File: config.mk
export PLATFORM = sky130hd
export DESIGN_NAME = pirq_router
export DESIGN_NICKNAME = d
export VERILOG_FILES = /design/src/rtl/pirq_router_pkg.sv /design/src/rtl/pirq_route_regs.sv /design/src/rtl/pirq_level_map.sv /design/src/rtl/pirq_swizzle.sv /design/src/rtl/pirq_router.sv
export SDC_FILE = /design/constraint.sdc
export NUM_CORES = 1
export LEC_CHECK = 0
export ABC_AREA = 0
export BUFFER_PORTS_ARGS = -buffer_cell sky130_fd_sc_hd__buf_2
export CAP_MARGIN = 20
export CORE_MARGIN = 1
export CORE_UTILIZATION = 48
export DETAILED_ROUTE_END_ITERATION = 7
export GPL_TIMING_DRIVEN = 1
export MAX_ROUTING_LAYER = met4
export PLACE_DENSITY = 0.73
export SLEW_MARGIN = 15
export SYNTH_ARGS = -nofsm -noshare
export SYNTH_HDL_FRONTEND = slang
export SYNTH_SLANG_ARGS = --single-unit
File: constraint.sdc
create_clock -name clk -period 1.1 [get_ports clk]
set_input_delay 0.055 -clock clk [delete_from_list [all_inputs] [get_ports clk]]
set_output_delay 0.055 -clock clk [all_outputs]
set_load 0.02 [all_outputs]
File: src/rtl/pirq_router_pkg.sv
// Shared constants and helpers for the interrupt line router.
// Assumes the number of shared lines is a power of two.
package pirq_router_pkg;
    localparam int DEF_N_PIRQ  = 4;
    localparam int DEF_N_LINE  = 16;
    localparam int DEF_BASE    = 'h60;
    localparam int REG_W       = 8;
    localparam logic [REG_W-1:0] ROUTE_RST = 8'h80;
endpackage

File: src/rtl/pirq_route_regs.sv
// Steering registers, one byte per shared line, written through a
// byte-laned port. Assumes addresses are byte addresses whose low bits
// select the lane and that the register window lies inside the address space.
module pirq_route_regs
    import pirq_router_pkg::*;
#(
    parameter int N_PIRQ = DEF_N_PIRQ,
    parameter int BASE   = DEF_BASE,
    parameter int AW     = 8,
    parameter int LANES  = 4
) (
    input  logic                         clk,
    input  logic                         rst_n,
    input  logic                         we,
    input  logic [AW-1:0]                addr,
    input  logic [LANES-1:0]             be,
    input  logic [REG_W*LANES-1:0]       wdata,
    output logic [N_PIRQ-1:0][REG_W-1:0] route_q
);
    localparam int LG = $clog2(LANES);

    logic [AW-1:0] word_addr;

    // Align the incoming address to the first lane of its word.
    always_comb word_addr = {addr[AW-1:LG], LG'(0)};

    // Capture enabled lanes that land on a steering register.
    always_ff @(posedge clk) begin
        if (!rst_n) begin
            for (int k = 0; k < N_PIRQ; k++) route_q[k] <= ROUTE_RST;
        end else if (we) begin
            for (int j = 0; j < LANES; j++) begin
                for (int k = 0; k < N_PIRQ; k++) begin
                    if (be[j] && (int'(word_addr) + j == BASE + k))
                        route_q[k] <= wdata[REG_W*j +: REG_W];
                end
            end
        end
    end

    // without a write strobe the registers hold.
    p_hold_idle_r9: assert property (@(posedge clk) disable iff (!rst_n)
        !we |=> $stable(route_q));
endmodule

File: src/rtl/pirq_level_map.sv
// Registered record of which shared line asserts which request line,
// indexed line*N_PIRQ + pirq, rebuilt every clock from the current
// steering values and input levels. Assumes inputs settle before the edge.
module pirq_level_map
    import pirq_router_pkg::*;
#(
    parameter int N_PIRQ = DEF_N_PIRQ,
    parameter int N_LINE = DEF_N_LINE,
    localparam int LW    = $clog2(N_LINE),
    localparam int VW    = N_PIRQ * N_LINE
) (
    input  logic                         clk,
    input  logic                         rst_n,
    input  logic [N_PIRQ-1:0]            lvl,
    input  logic [N_PIRQ-1:0][REG_W-1:0] route_q,
    output logic [N_PIRQ-1:0]            route_en,
    output logic [N_PIRQ-1:0][LW-1:0]    route_line,
    output logic [VW-1:0]                vec
);
    // Decode each steering value into an enable and a target line.
    always_comb begin
        for (int p = 0; p < N_PIRQ; p++) begin
            route_en[p]   = int'(route_q[p]) < N_LINE;
            route_line[p] = route_q[p][LW-1:0];
        end
    end

    // Rebuild the whole record from the present routes and levels.
    always_ff @(posedge clk) begin
        if (!rst_n) begin
            vec <= '0;
        end else begin
            for (int l = 0; l < N_LINE; l++)
                for (int p = 0; p < N_PIRQ; p++)
                    vec[l*N_PIRQ + p] <= lvl[p] && route_en[p] &&
                                         (int'(route_line[p]) == l);
        end
    end

    for (genvar p = 0; p < N_PIRQ; p++) begin : g_chk
        localparam logic [VW-1:0] COL = {N_LINE{N_PIRQ'(1) << p}};
        // a disabled shared line leaves no mark in the record.
        p_disabled_silent_r3: assert property (@(posedge clk) disable iff (!rst_n)
            !route_en[p] |=> ((vec & COL) == '0));
        // an enabled, asserted line marks its target on the next edge.
        p_level_follow_r4: assert property (@(posedge clk) disable iff (!rst_n)
            (route_en[p] && lvl[p]) |=> vec[int'($past(route_line[p]))*N_PIRQ + p]);
        // a line marks at most one target.
        p_one_target_r6: assert property (@(posedge clk) disable iff (!rst_n)
            $countones(vec & COL) <= 1);
    end
endmodule

File: src/rtl/pirq_swizzle.sv
// Rotating slot swizzle: device pin plus slot number minus one, modulo the
// number of shared lines. Assumes N_PIRQ is a power of two.
module pirq_swizzle
    import pirq_router_pkg::*;
#(
    parameter int N_PIRQ = DEF_N_PIRQ,
    localparam int PW    = $clog2(N_PIRQ)
) (
    input  logic [7:0]    devfn,
    input  logic [PW-1:0] intx,
    output logic [PW-1:0] pirq
);
    // Modulo arithmetic falls out of the truncated width.
    always_comb pirq = intx + PW'(devfn[7:3]) - PW'(1);
endmodule

File: src/rtl/pirq_router.sv
// Top of the shared interrupt line router: steering registers, the
// assertion record, per-line OR, a route query and the slot swizzle.
// Assumes synchronous active-low reset held for at least one edge.
module pirq_router
    import pirq_router_pkg::*;
#(
    parameter int N_PIRQ = DEF_N_PIRQ,
    parameter int N_LINE = DEF_N_LINE,
    parameter int BASE   = DEF_BASE,
    localparam int LW    = $clog2(N_LINE),
    localparam int PW    = $clog2(N_PIRQ)
) (
    input  logic              clk,
    input  logic              rst_n,
    input  logic [N_PIRQ-1:0] pirq_lvl,
    input  logic              cfg_we,
    input  logic [7:0]        cfg_addr,
    input  logic [3:0]        cfg_be,
    input  logic [31:0]       cfg_wdata,
    output logic [N_LINE-1:0] pic_req,
    input  logic [PW-1:0]     qry_pin,
    output logic              qry_en,
    output logic [LW-1:0]     qry_line,
    input  logic [7:0]        swz_devfn,
    input  logic [PW-1:0]     swz_intx,
    output logic [PW-1:0]     swz_pirq
);
    logic [N_PIRQ-1:0][REG_W-1:0] route_q;
    logic [N_PIRQ-1:0]            route_en;
    logic [N_PIRQ-1:0][LW-1:0]    route_line;
    logic [N_PIRQ*N_LINE-1:0]     vec;

    pirq_route_regs #(.N_PIRQ(N_PIRQ), .BASE(BASE), .AW(8), .LANES(4)) u_regs (
        .clk(clk), .rst_n(rst_n), .we(cfg_we), .addr(cfg_addr),
        .be(cfg_be), .wdata(cfg_wdata), .route_q(route_q));

    pirq_level_map #(.N_PIRQ(N_PIRQ), .N_LINE(N_LINE)) u_map (
        .clk(clk), .rst_n(rst_n), .lvl(pirq_lvl), .route_q(route_q),
        .route_en(route_en), .route_line(route_line), .vec(vec));

    pirq_swizzle #(.N_PIRQ(N_PIRQ)) u_swz (
        .devfn(swz_devfn), .intx(swz_intx), .pirq(swz_pirq));

    // OR the record bits that belong to each request line.
    for (genvar l = 0; l < N_LINE; l++) begin : g_or
        always_comb pic_req[l] = |vec[l*N_PIRQ +: N_PIRQ];
    end

    // Report enable and target of the queried shared line.
    always_comb begin
        qry_en   = route_en[qry_pin];
        qry_line = route_en[qry_pin] ? route_line[qry_pin] : '0;
    end

    // a request line can only be high if some input was high a cycle ago.
    p_req_needs_source_r5: assert property (@(posedge clk) disable iff (!rst_n)
        (|pic_req) |-> $past(|pirq_lvl));
    // reset leaves every request line low.
    p_reset_quiet_r1: assert property (@(posedge clk)
        $past(!rst_n) |-> (pic_req == '0));
endmodule

==> results, run 1 <==
- Counting flops with a built-in enable in the synthesized netlist gives 0.
- For this design the total switching power over the nets is 1390 uW.
- The start point of the worst min-delay path is rst_n.
- The startpoint of the most critical register-to-register path is u_regs.route_q[6].
- The clock net in this run drives a total of 96 sinks.
- The count of nets left with antenna violations after detail routing is 0.
- STA classifies the critical path startpoint as a flop.
- STA puts the critical path data required time at 1040 ps.
- The number of antenna violations at the first check in global routing is 0.
- The final setup violation count is 85.
- The worst hold path cell count is 2.
- Synthesis inferred 96 register bits.
- The transition time at the pin with the least slew margin is 400 ps.
- The share of total power in sequential cells is 0.510.
- The final-layout fill cell count is 514.
- The number of library cell types mapped by synthesis is 28.
- The clock-pin slew on the worst setup and hold paths is 90 ps.
- The boundary pin count is 86.
- TritonCTS built the clock tree.
- The wire length per cell after detailed routing is 16.8 um.
- The worst-case vdd ir drop is 0.000937 V.
- The start-to-end type of the worst setup path is flop to output pin.
- The hold violation count in the final report is 0.
- In the synthesized netlist, the number of instances is 367.
- The depth of the worst register-to-register path is 6.
- The routed design could run at a clock period as short as 1640 ps.
- For this block, the initial DRC count from the detailed router was 115.
- Counting along the longest clock path gives a buffer depth of 2.
- Excluding fillers, the count of instances in the completed layout stands at 599.
- The final reports fail on negative setup slack.
- The H-tree was split into 3 levels.
- The yosys synthesis warning count is 0.
- Summed over all layers, the global routing overflow is 0.
- For the final database, setup skew stands at 8.61 ps.
- In the routed layout, each cell is associated on average with a via count of 5.39.
- The most common cell in the synthesized netlist is sky130_fd_sc_hd__dfxtp_1.
- The share of total power dissipated in combinational logic is 0.056.
- The worst setup margin is -542 ps.
- Yosys attributes the largest share of cell area to sky130_fd_sc_hd__dfxtp_1 53%, sky130_fd_sc_hd__nand3_1 5.6%, sky130_fd_sc_hd__nor2_1 5.5%.
- The share of the clock period used by the worst path after layout is 1.49.
- Routability-driven placement finished with a final weighted congestion of 0.798.
- The kind of cell with the highest combined delay on the critical path is compound AO/OA/AOI/OAI gates.
- Of the total power, the share spent switching nets is 0.203.
- The worst reg2reg path endpoint is u_map.vec[52].
- After the last flow step, the layout net total stands at 560.
- The worst setup slack for register-to-register paths is -270 ps.
- Among all stages on the critical path, the largest delay is contributed by sky130_fd_sc_hd__dfxtp_2.
- The global-route total usage across every layer is 0.277.
- The residual DRC count is 0.
- The worst hold path terminates at u_regs.route_q[31].
- The synthesized area per cell is 9.80 um^2.
- The longest individual stage delay on the worst path is 340 ps.
- The pin count of the biggest net entering global routing is 33.
- Summing all multi-input logic gate instances after layout gives 1850 um^2.
- The first global-routing pass estimated 15200 um of wire.
- The die is 88.6 um tall.
- Based on the critical path, the design can be clocked at up to 609 MHz.
- The instance area at placement is 4220 um^2.
- Internal power comes to 5430 uW.
- The cell type with the highest aggregate area in the netlist is sky130_fd_sc_hd__dfxtp_1.
- The min-delay analysis places its worst path in the category input pin to flop.
- The critical path data arrival time is 1590 ps.
- The fraction of power consumed by the clock network is 0.434.
- The post-route cell area is 5310 um^2.
- The share of the Yosys chip area taken by registers is 0.534.
- The total wirelength of the detailed-routed design is 10100 um.
- Summing all flip-flop and latch instances after layout gives 1940 um^2.
- The antenna diode count is 0.
- Across all layers, the routed design uses 3227 vias.
- The row count is 31.
- The commonest cells after synthesis are 96 x sky130_fd_sc_hd__dfxtp_1, 53 x sky130_fd_sc_hd__nor2_1, 40 x sky130_fd_sc_hd__nand3_1.
- Setup repair after global routing could not meet its margin everywhere.
- The post-placement cell count is 545.
- When the netlist entered floorplanning its net count stood at 431.
- From synthesis to final layout, the design area changed by 47.8%.
- STA classifies the critical path endpoint as an output pin.
- The netlist area before placement is 3600 um^2.
- The floorplan step defined a die boundary enclosing 7840 um^2.
- The length of the first detailed-routing pass in iterations is 5.
- In this run the horizontal extent of the chip is 88.6 um.
- In this run the power density over the cells is 1280 nW/um^2.
- Of the cells placed in the final design, the portion with a size suffix greater than 1 is 0.428.
- The top fanout value on the critical path is 5.
- The proportion of register bits with asynchronous set or reset after synthesis is 0.
- Tracing the worst setup path back leads to its startpoint at u_regs.route_q[15].
- The remaining max-slew budget at the tightest pin is 0.733.
- Among all flip-flop cells after synthesis, the most frequent one is sky130_fd_sc_hd__dfxtp_1.
- Of the post-synthesis cell area, the dominant cell type holds 0.534.
- The flow ran to the end, but the final reports show violations.
- The number of global-route vias before repair is 3112.
- Together, buffers and inverters on the worst path number 1.
- The clock latency at the later pin of the worst-skew pair is 360 ps.
- The floorplan step defined a core boundary enclosing 7250 um^2.
- For this configuration, the core starts out at a cell density of 0.496.
- For this run, the share of the core covered by cells in the final layout is 0.733.
- In this run the static leakage power is 0.00202 uW.
- The placed wire-length estimate is 6620 um.
- The count of buffers inserted at the top-level ports is 77.
- Max-cap violations in this run came to 0.
- Walking the worst path, the cells encountered are nor4_4 -> a22oi_2 -> a21boi_2 -> buf_4.
- The total CTS buffers is 9.
- The clock tree root driver cell is sky130_fd_sc_hd__clkbuf_8.
- After layout, the design draws a total of 6820 uW.
- The max-slew violation count came to 0.
-- placed cells by master, fill, tap and decap left out, types with 8 or more instances in the layout --
cell and instances:
sky130_fd_sc_hd__clkbuf_8 9, sky130_fd_sc_hd__buf_2 56, sky130_fd_sc_hd__o21ai_0 32, sky130_fd_sc_hd__nor3_2 10, sky130_fd_sc_hd__nor2_4 11, sky130_fd_sc_hd__nor2_1 31
sky130_fd_sc_hd__dlygate4sd3_1 32, sky130_fd_sc_hd__buf_4 26, sky130_fd_sc_hd__buf_6 27, sky130_fd_sc_hd__nand4b_1 8, sky130_fd_sc_hd__nor2_2 11, sky130_fd_sc_hd__a21boi_1 13
sky130_fd_sc_hd__dfxtp_2 18, sky130_fd_sc_hd__dfxtp_1 78, sky130_fd_sc_hd__or4_4 16, sky130_fd_sc_hd__a21boi_0 15, sky130_fd_sc_hd__nand3_1 36, sky130_fd_sc_hd__nand2b_1 8
-- registers in the layout, summed over array words and instances (netlist names) --
name,cells
u_regs.route_q,32
u_map.vec,64
-- layer usage --
metal | GRT usage | vias up | wire [um]
met5 | - | - | 0
met4 | 0.0953 | 0 | 223
met3 | 0.0504 | 17 | 418
met2 | 0.491 | 99 | 5450
met1 | 0.312 | 1546 | 3960
li1 | - | 1565 | -
-- how the worst max path moves through the flow --
| stage | slack, ps | cells after the start | endpoint |
|---|---|---|---|
| after floorplan | -90 | 3 | qry_line[0] |
| after global placement | -200 | 4 | u_map.vec[13] |
| after detailed placement | -220 | 4 | u_map.vec[45] |
| after CTS | -570 | 4 | qry_line[0] |
| after global routing | -590 | 4 | qry_line[0] |
| final | -540 | 4 | qry_line[0] |
-- layout make-up --
cell class	count	share of cell area
Clock inverter	6	0.0259
Inverter	3	0.00212
Sequential cell	96	0.366
Timing Repair Buffer	142	0.211
Clock buffer	9	0.0233
Tap cell	99	0.0233
Multi-Input combinational cell	244	0.349
-- timing repair --
| item | in CTS | in global routing |
|---|---|---|
| resized for setup | 84 | 50 |
| cloned | 0 | 0 |
| endpoints found under the hold margin | 32 | 0 |
| pin swaps | 45 | 20 |
| endpoints found under the setup margin | 85 | 85 |
| hold buffers | 32 | 0 |
| buffers inserted | 9 | 4 |
-- worst register-to-register path, stage by stage, from the launching register on --
cell and delay, ps:
sky130_fd_sc_hd__dfxtp_2 350, sky130_fd_sc_hd__nor4_4 310, sky130_fd_sc_hd__buf_4 160, sky130_fd_sc_hd__buf_6 100, sky130_fd_sc_hd__nand4_1 120, sky130_fd_sc_hd__buf_4 190
sky130_fd_sc_hd__nor2_2 80
-- through the flow --
stage	hold slack (ps)	setup WS, ps	setup TNS [ps]
5_1_grt	30.0	-592	-24020
4_1_cts	6.99	-572	-16590
2_1_floorplan	202	-93.5	-386
3_5_place_dp	297	-222	-8540
3_3_place_gp	290	-203	-6960
6_report	16.7	-542	-18090
-- power by group through the flow --
stage	clock network (uW)	logic, uW	registers [uW]
after CTS	2960	369	3480
final	2960	384	3480
after floorplan	0	137	3560
after detailed placement	0	275	3560
after global routing	3100	412	3480
after global placement	0	271	3560
-- cell families (layout without fill, tap and decap cells) --
group / after synthesis / count (layout) / synth area share
compound gates: 66 / 66 / 0.117
xor+xnor: 2 / 2 / 0.00487
fa+ha+maj: 1 / 1 / 0.00348
buf+inv: 27 / 160 / 0.0341
flops: 96 / 96 / 0.534
mux: 4 / 4 / 0.0251
simple gates: 171 / 171 / 0.281
Note: power is estimated with default switching activity, not from simulation.
==> inputs of run 2 (changes only) <==
CAP_MARGIN = 10   (was 20)
PLACE_DENSITY = 0.74   (was 0.73)
==> run 2 against run 1 <==
Die area unchanged; the flow still finishes with violations (negative setup slack); clock skew decreased by 1.8 ps; global-route usage increased by 1.3 points; design area decreased by 1.6%; combinational power increased by 1%; critical path type unchanged; via count increased by 1.4%; wire length increased by 2.1%; sequential share of layout area increased by 0.73 points.
==> results, run 2 (same netlist as run 1, synthesis figures left out) <==
- The flow ran to the end, but the final reports show violations.
- The checks that failed: negative setup slack.
- The footprint of the flip-flops and latches came to 1950 um^2 (+0.39%).
- The sink of the worst hold path is u_regs.route_q[28].
- The die width came to 88.6 um (unchanged).
- The required time of the critical path is 1040 ps (about the same).
- Relative to the synthesized area, the layout overhead comes to 45.4%.
- The startpoint of the most critical register-to-register path is u_regs.route_q[20].
- The global-route total usage across every layer is 0.290 (+0.0130).
- The wire length per cell after detailed routing is 17.1 um (+2.1%).
- The multi-input logic area was 1850 um^2 (-0.20%).
- The pin count of the biggest net entering global routing is 33 (unchanged).
- The die footprint is 7840 um^2 (unchanged).
- The share of the clock period used by the worst path after layout is 1.48 (-0.00961).
- The number of nets in the final layout came to 560 (unchanged).
- The top fanout value on the critical path was 5 (unchanged).
- The depth of the worst register-to-register path is 4 (-2).
- The antenna diode count is 0 (unchanged).
- The first-pass GRT wire length is 16000 um (+5.3%).
- The residual DRC count is 0 (unchanged).
- The DRC marker count from the first detailed-route iteration is 168 (+46%).
- The TritonCTS clock tree is yes.
- The number of levels in the clock H-tree is 3 (unchanged).
- The post-route non-filler standard cell count is 599 (unchanged).
- The worst hold path begins at rst_n.
- The total CTS buffers came to 9 (unchanged).
- The flip-flop count of the largest register after layout is 64 (unchanged).
- The row count is 31 (unchanged).
- The final critical-path required period is 1630 ps (-10.6 ps).
- The count of buffers inserted at the top-level ports came to 77 (unchanged).
- The worst setup margin is -531 ps (+10.6 ps).
- The final weighted congestion of routability-driven global placement is 0.855 (+7.1%).
- STA classifies the critical path startpoint as a flop.
- The post-route cell area is 5230 um^2 (-1.6%).
- Counting flops per register, the top entry is u_map.vec.
- The initial core utilization was 0.496 (unchanged).
- The power per unit of standard cell area was 1140 nW/um^2 (-11%).
- The maximum buffer depth of the clock tree is 2 (unchanged).
- The worst hold path cell count is 2 (unchanged).
- STA classifies the critical path endpoint as an output pin.
- The post-placement cell count is 546 (+0.18%).
- The max-slew violation count is 0 (unchanged).
- The critical path data arrival time is 1580 ps (about the same).
- The worst setup slack for register-to-register paths came to -310 ps (-40 ps).
- The height of the die is 88.6 um (unchanged).
- The worst reg2reg path endpoint is u_map.vec[38].
- The final-layout fill cell count came to 530 (+3.1%).
- The instance area at placement was 4230 um^2 (+0.18%).
- The hold violation count in the final report was 0 (unchanged).
- The number of global-route vias before repair is 3258 (+4.7%).
- The clock latency at the later pin of the worst-skew pair is 370 ps (about the same).
- The clock-pin slew on the worst setup and hold paths is 90 ps (about the same).
- The core box area is 7250 um^2 (unchanged).
- The total via count after detailed routing is 3272 (+1.4%).
- The clock tree root driver cell is sky130_fd_sc_hd__clkbuf_8.
- The transition time at the pin with the least slew margin is 410 ps (+10.0 ps).
- The static leakage is 0.00196 uW (-2.8%).
- The start-to-end type of the worst setup path is flop to output pin.
- The maximum achievable frequency is 613 MHz (+0.65%).
- The max-cap check violation count is 0 (unchanged).
- The min-delay analysis places its worst path in the category input pin to flop.
- The number of antenna violations at the first check in global routing came to 0 (unchanged).
- In the final layout, the registers with the most flip-flops are u_map.vec x64, u_regs.route_q x32.
- The final setup violation count came to 85 (unchanged).
- In the layout the commonest cells are 72 x sky130_fd_sc_hd__dfxtp_1, 56 x sky130_fd_sc_hd__buf_2, 37 x sky130_fd_sc_hd__nor2_1.
- Setup repair after global routing could not meet its margin everywhere.
- The total congestion overflow is 0 (unchanged).
- The share of final-layout standard cells stronger than drive strength 1 is 0.424 (-0.00400).
- The via count normalized by instance count is 5.46 (+1.4%).
- The count of nets left with antenna violations after detail routing is 0 (unchanged).
- The total wirelength of the detailed-routed design is 10300 um (+2.1%).
- The most critical setup path has its startpoint at u_regs.route_q[15].
- The remaining max-slew budget at the tightest pin is 0.727 (-0.00670).
- The final total negative setup slack is -17330 ps (+755 ps).
- The number of clock sinks came to 96 (unchanged).
- The worst-case setup slack after placement is -232 ps (-10.1 ps).
- The setup clock skew after layout came to 6.80 ps (-1.82 ps).
- The post-route core utilization is 0.721 (-0.0116).
- The library cell used most frequently in the layout, excluding fill and tap cells, is sky130_fd_sc_hd__dfxtp_1.
- The length of the first detailed-routing pass in iterations came to 4 (-1).
- The worst-case vdd ir drop is 0.000676 V (-28%).
- The placed wire-length estimate is 6750 um (+2.0%).
- The boundary pin count is 86 (unchanged).
-- run 2: how the worst max path moves through the flow --
stage	end	slack [ps]	cells after the start
2_1_floorplan	qry_line[0]	-90	3
3_3_place_gp	u_map.vec[34]	-220	4
3_5_place_dp	u_map.vec[34]	-230	4
4_1_cts	qry_line[0]	-550	4
5_1_grt	qry_line[0]	-600	4
6_report	qry_line[0]	-530	4
-- run 2: critical path, cell delays in order, from the launching register on --
cell and delay [ps]:
sky130_fd_sc_hd__dfxtp_2 340, sky130_fd_sc_hd__nor4_4 310, sky130_fd_sc_hd__a22oi_2 200, sky130_fd_sc_hd__a21boi_2 210
sky130_fd_sc_hd__buf_4 160
-- run 2: per-layer routing --
metal  track usage  vias to the layer above  wire length, um  part of all wire
met5             -                        -                0                 0
met4         0.141                        0              414             0.040
met3        0.0429                       28              333             0.032
met2         0.496                      102             5390              0.52
met1         0.332                     1569             4130              0.40
li1              -                     1573                -                 -
-- run 2: timing repair --
action,CTS,global route
hold buffers,33,0
endpoints found under the setup margin,85,85
pin swaps,51,17
gates cloned,0,0
resized for setup,97,39
hold endpoints to repair,32,0
setup buffers,8,4
-- run 2: power breakdown --
| group | switching (uW) | internal [uW] | leakage [uW] |
|---|---|---|---|
| logic | 169 | 220 | 0.00109 |
| clock network | 1210 | 881 | 0.0000858 |
| registers | 2.58 | 3470 | 0.000782 |
-- run 2: layout make-up --
type,count,share of cell area
Sequential cell,96,0.373
Multi-Input combinational cell,244,0.354
Timing Repair Buffer,142,0.215
Clock buffer,11,0.0270
Tap cell,99,0.0237
Clock inverter,4,0.00574
Inverter,3,0.00215
-- run 2: through the flow --
step           hold WS (ps)  total power [uW]
2_1_floorplan           202              3700
6_report               54.1              5960
3_3_place_gp            288              3830
5_1_grt                53.0              6150
3_5_place_dp            293              3840
4_1_cts                48.9              5940
==> inputs of run 3 (changes only) <==
CORE_UTILIZATION = 52   (was 48)
PLACE_DENSITY = 0.76   (was 0.74)
clock period = 1.75 ns   (was 1.1 ns; I/O delays follow)
==> run 3 against run 2 <==
Sequential power decreased by 37%; critical endpoint is now qry_line[1]; critical path type unchanged; sequential cell count is the same; clock power shrank 38%; hold slack worse by 56 ps; largest cell class unchanged; critical path depth increased by 1; total power down 38%; highest routed layer unchanged; the flow finishes with violations (negative hold slack).
==> results, run 3 (same netlist as run 1, synthesis figures left out) <==
- The run finished, with violations left.
- The checks that failed: negative hold slack.
- The worst-case vdd ir drop is 0.000368 V (-46%).
- TritonCTS built the clock tree.
- The critical path data arrival time was 1630 ps (+50 ps).
- The initial core utilization was 0.554 (+0.0579).
- The start-to-end type of the worst setup path is flop to output pin.
- The maximum achievable frequency is 581 MHz.
- The placed wire-length estimate was 6260 um (-7.3%).
- The power per unit of standard cell area is 813 nW/um^2 (-29%).
- The DRC marker count from the first detailed-route iteration is 142 (-15%).
- The via count normalized by instance count is 5.59 (+2.4%).
- The total congestion overflow is 0 (unchanged).
- The worst setup margin is 29.4 ps (+561 ps).
- The remaining max-slew budget at the tightest pin was 0.745 (+0.0186).
- The final weighted congestion of routability-driven global placement is 0.850 (-0.54%).
- The max-cap check violation count is 0 (unchanged).
- The boundary pin count came to 86 (unchanged).
- Leaving out fill and tap cells, the most frequent cells in the layout are 92 x sky130_fd_sc_hd__dfxtp_1, 72 x sky130_fd_sc_hd__buf_2, 53 x sky130_fd_sc_hd__nor2_1.
- The residual DRC count is 0 (unchanged).
- The final-layout fill cell count came to 507 (-4.3%).
- The startpoint identified for the worst register-to-register timing path is u_regs.route_q[15].
- The final total negative setup slack is 0 ps (+17330 ps).
- The top fanout value on the critical path is 5 (unchanged).
- The core box area is 6490 um^2 (-10%).
- The pin count of the biggest net entering global routing is 33 (unchanged).
- The launching element type of the critical path is a flop.
- The row count is 29 (-6.5%).
- The number of buffers and inverters on the critical path is 2 (+1).
- The maximum buffer depth of the clock tree is 2 (unchanged).
- The static leakage is 0.00179 uW (-8.7%).
- The worst setup slack for register-to-register paths is 300 ps (+610 ps).
- The max-slew violation count came to 0 (unchanged).
- The total number of cells along the worst setup path is 5 (+1).
- The path class of the tightest hold or removal check is input pin to flop.
- The final critical-path required period is 1720 ps.
- The antenna diode count is 0 (unchanged).
- The post-route non-filler standard cell count is 553 (-7.7%).
- The clock tree root driver cell is sky130_fd_sc_hd__clkbuf_8.
- The most common library cell in the layout ignoring fill and taps is sky130_fd_sc_hd__dfxtp_1.
- The share of final-layout standard cells stronger than drive strength 1 is 0.273 (-0.151).
- The hold violation count in the final report is 1 (+1).
- The post-placement cell count is 507 (-7.1%).
- The longest individual stage delay on the worst path is 340 ps (about the same).
- Tracing the worst setup path back leads to its startpoint at u_regs.route_q[23].
- The number of clock sinks was 96 (unchanged).
- The most numerous cell type found on the critical path is sky130_fd_sc_hd__buf_4.
- The height of the die is 85.2 um (-3.8%).
- The die width was 85.2 um (-3.8%).
- The clock latency at the later pin of the worst-skew pair is 360 ps (about the same).
- The number of levels in the clock H-tree is 3 (unchanged).
- The number of nets in the final layout is 535 (-4.5%).
- The die footprint is 7250 um^2 (-7.5%).
- The number of global-route vias before repair was 2908 (-11%).
- The minimum hold slack was -2.24 ps (-56.4 ps).
- The setup clock skew after layout came to 12.9 ps (+6.05 ps).
- The clock-pin slew on the worst setup and hold paths is 90 ps (about the same).
- More flip-flops sit in one register than any other, and that register is u_map.vec.
- The final setup violation count came to 0 (-100%).
- The worst setup path is captured at an output pin.
- The transition time at the pin with the least slew margin is 382 ps (-28.0 ps).
- The total via count after detailed routing is 3092 (-5.5%).
- The flip-flop count of the largest register after layout is 64 (unchanged).
- The count of buffers inserted at the top-level ports is 77 (unchanged).
- The count of nets left with antenna violations after detail routing is 0 (unchanged).
- The relative area change from synthesis to final layout is 26.1%.
- The total power consumption of the routed design was 3690 uW (-38%).
- Walking the worst path, the cells encountered are nor4_4 -> buf_4 -> a22oi_2 -> a21boi_2 -> buf_4.
- The share of the clock period used by the worst path after layout is 0.983.
- In the final layout, the registers with the most flip-flops are u_map.vec x64, u_regs.route_q x32.
- The depth of the worst register-to-register path is 4 (unchanged).
- The required time of the critical path was 1660 ps (+620 ps).
- The global-route total usage across every layer is 0.257 (-0.0330).
- The largest individual stage delay along the critical path comes from the cell sky130_fd_sc_hd__dfxtp_2.
- The worst register-to-register path ends at u_map.vec[13].
- The total CTS buffers came to 9 (unchanged).
- The number of antenna violations at the first check in global routing came to 0 (unchanged).
- The length of the first detailed-routing pass in iterations is 4 (unchanged).
- The first-pass GRT wire length is 13700 um (-14%).
- The worst-case setup slack after placement is 187 ps (+419 ps).
- The destination of the critical timing path is qry_line[1].
- The total wirelength of the detailed-routed design was 8650 um (-16%).
- Setup repair after global routing could not meet its margin everywhere.
- The wire length per cell after detailed routing is 15.6 um (-8.8%).
- On the critical path the largest part of the delay comes from buffers and inverters.
==> run 3: per-layer routing <==
| layer | vias up | track usage | wire, um |
|---|---|---|---|
| met1 | 1442 | 0.295 | 3510 |
| met5 | - | - | 0 |
| met2 | 118 | 0.441 | 4410 |
| met3 | 18 | 0.0360 | 512 |
| met4 | 0 | 0.122 | 218 |
| li1 | 1514 | - | - |
==> run 3: worst min-delay path by stage <==
stage	startpoint	endpoint	cells after the start
after floorplan	cfg_wdata[10]	u_regs.route_q[10]	2
after global placement	cfg_wdata[7]	u_regs.route_q[7]	3
after detailed placement	cfg_wdata[15]	u_regs.route_q[15]	3
after CTS	cfg_wdata[9]	u_regs.route_q[9]	3
after global routing	cfg_wdata[27]	u_regs.route_q[27]	3
final	cfg_wdata[27]	u_regs.route_q[27]	3
==> run 3: what timing repair did <==
| item | 4_1_cts | 5_1_grt |
|---|---|---|
| hold endpoints to repair | 23 | 0 |
| gates resized for setup | 3 | 14 |
| gates cloned | 0 | 0 |
| pin swaps | 4 | 4 |
| hold buffers | 23 | 0 |
| setup buffers | 4 | 3 |
| setup endpoints to repair | 5 | 4 |
==> run 3: final cells by class <==
type / count / area (um^2) / area share
Multi-Input combinational cell: 244 / 1570 / 0.346
Inverter: 3 / 11.3 / 0.00248
Tap cell: 77 / 96.3 / 0.0212
Sequential cell: 96 / 1930 / 0.425
Clock buffer: 11 / 131 / 0.0290
Timing Repair Buffer: 117 / 759 / 0.167
Clock inverter: 5 / 38.8 / 0.00855
==> run 3: worst register-to-register path: stages (launching register included) <==
cell	delay (ps)
sky130_fd_sc_hd__dfxtp_2	340
sky130_fd_sc_hd__nor4_4	310
sky130_fd_sc_hd__buf_4	180
sky130_fd_sc_hd__nand4_1	210
sky130_fd_sc_hd__nor3_1	300
==> run 3: power by group <==
part / switching [uW] / leakage (uW) / internal, uW / total, uW
Clock: 763 / 0.0000843 / 528 / 1290
Sequential: 2.06 / 0.000773 / 2180 / 2190
Combinational: 91.9 / 0.000933 / 118 / 210
==> run 3: metrics by stage <==
stage | cell area [um^2] | util
3_3_place_gp | 4040 | 0.622
4_1_cts | 4480 | 0.689
2_1_floorplan | 3600 | -
6_report | 4540 | 0.698
5_1_grt | 4540 | 0.698
3_5_place_dp | 4040 | 0.622
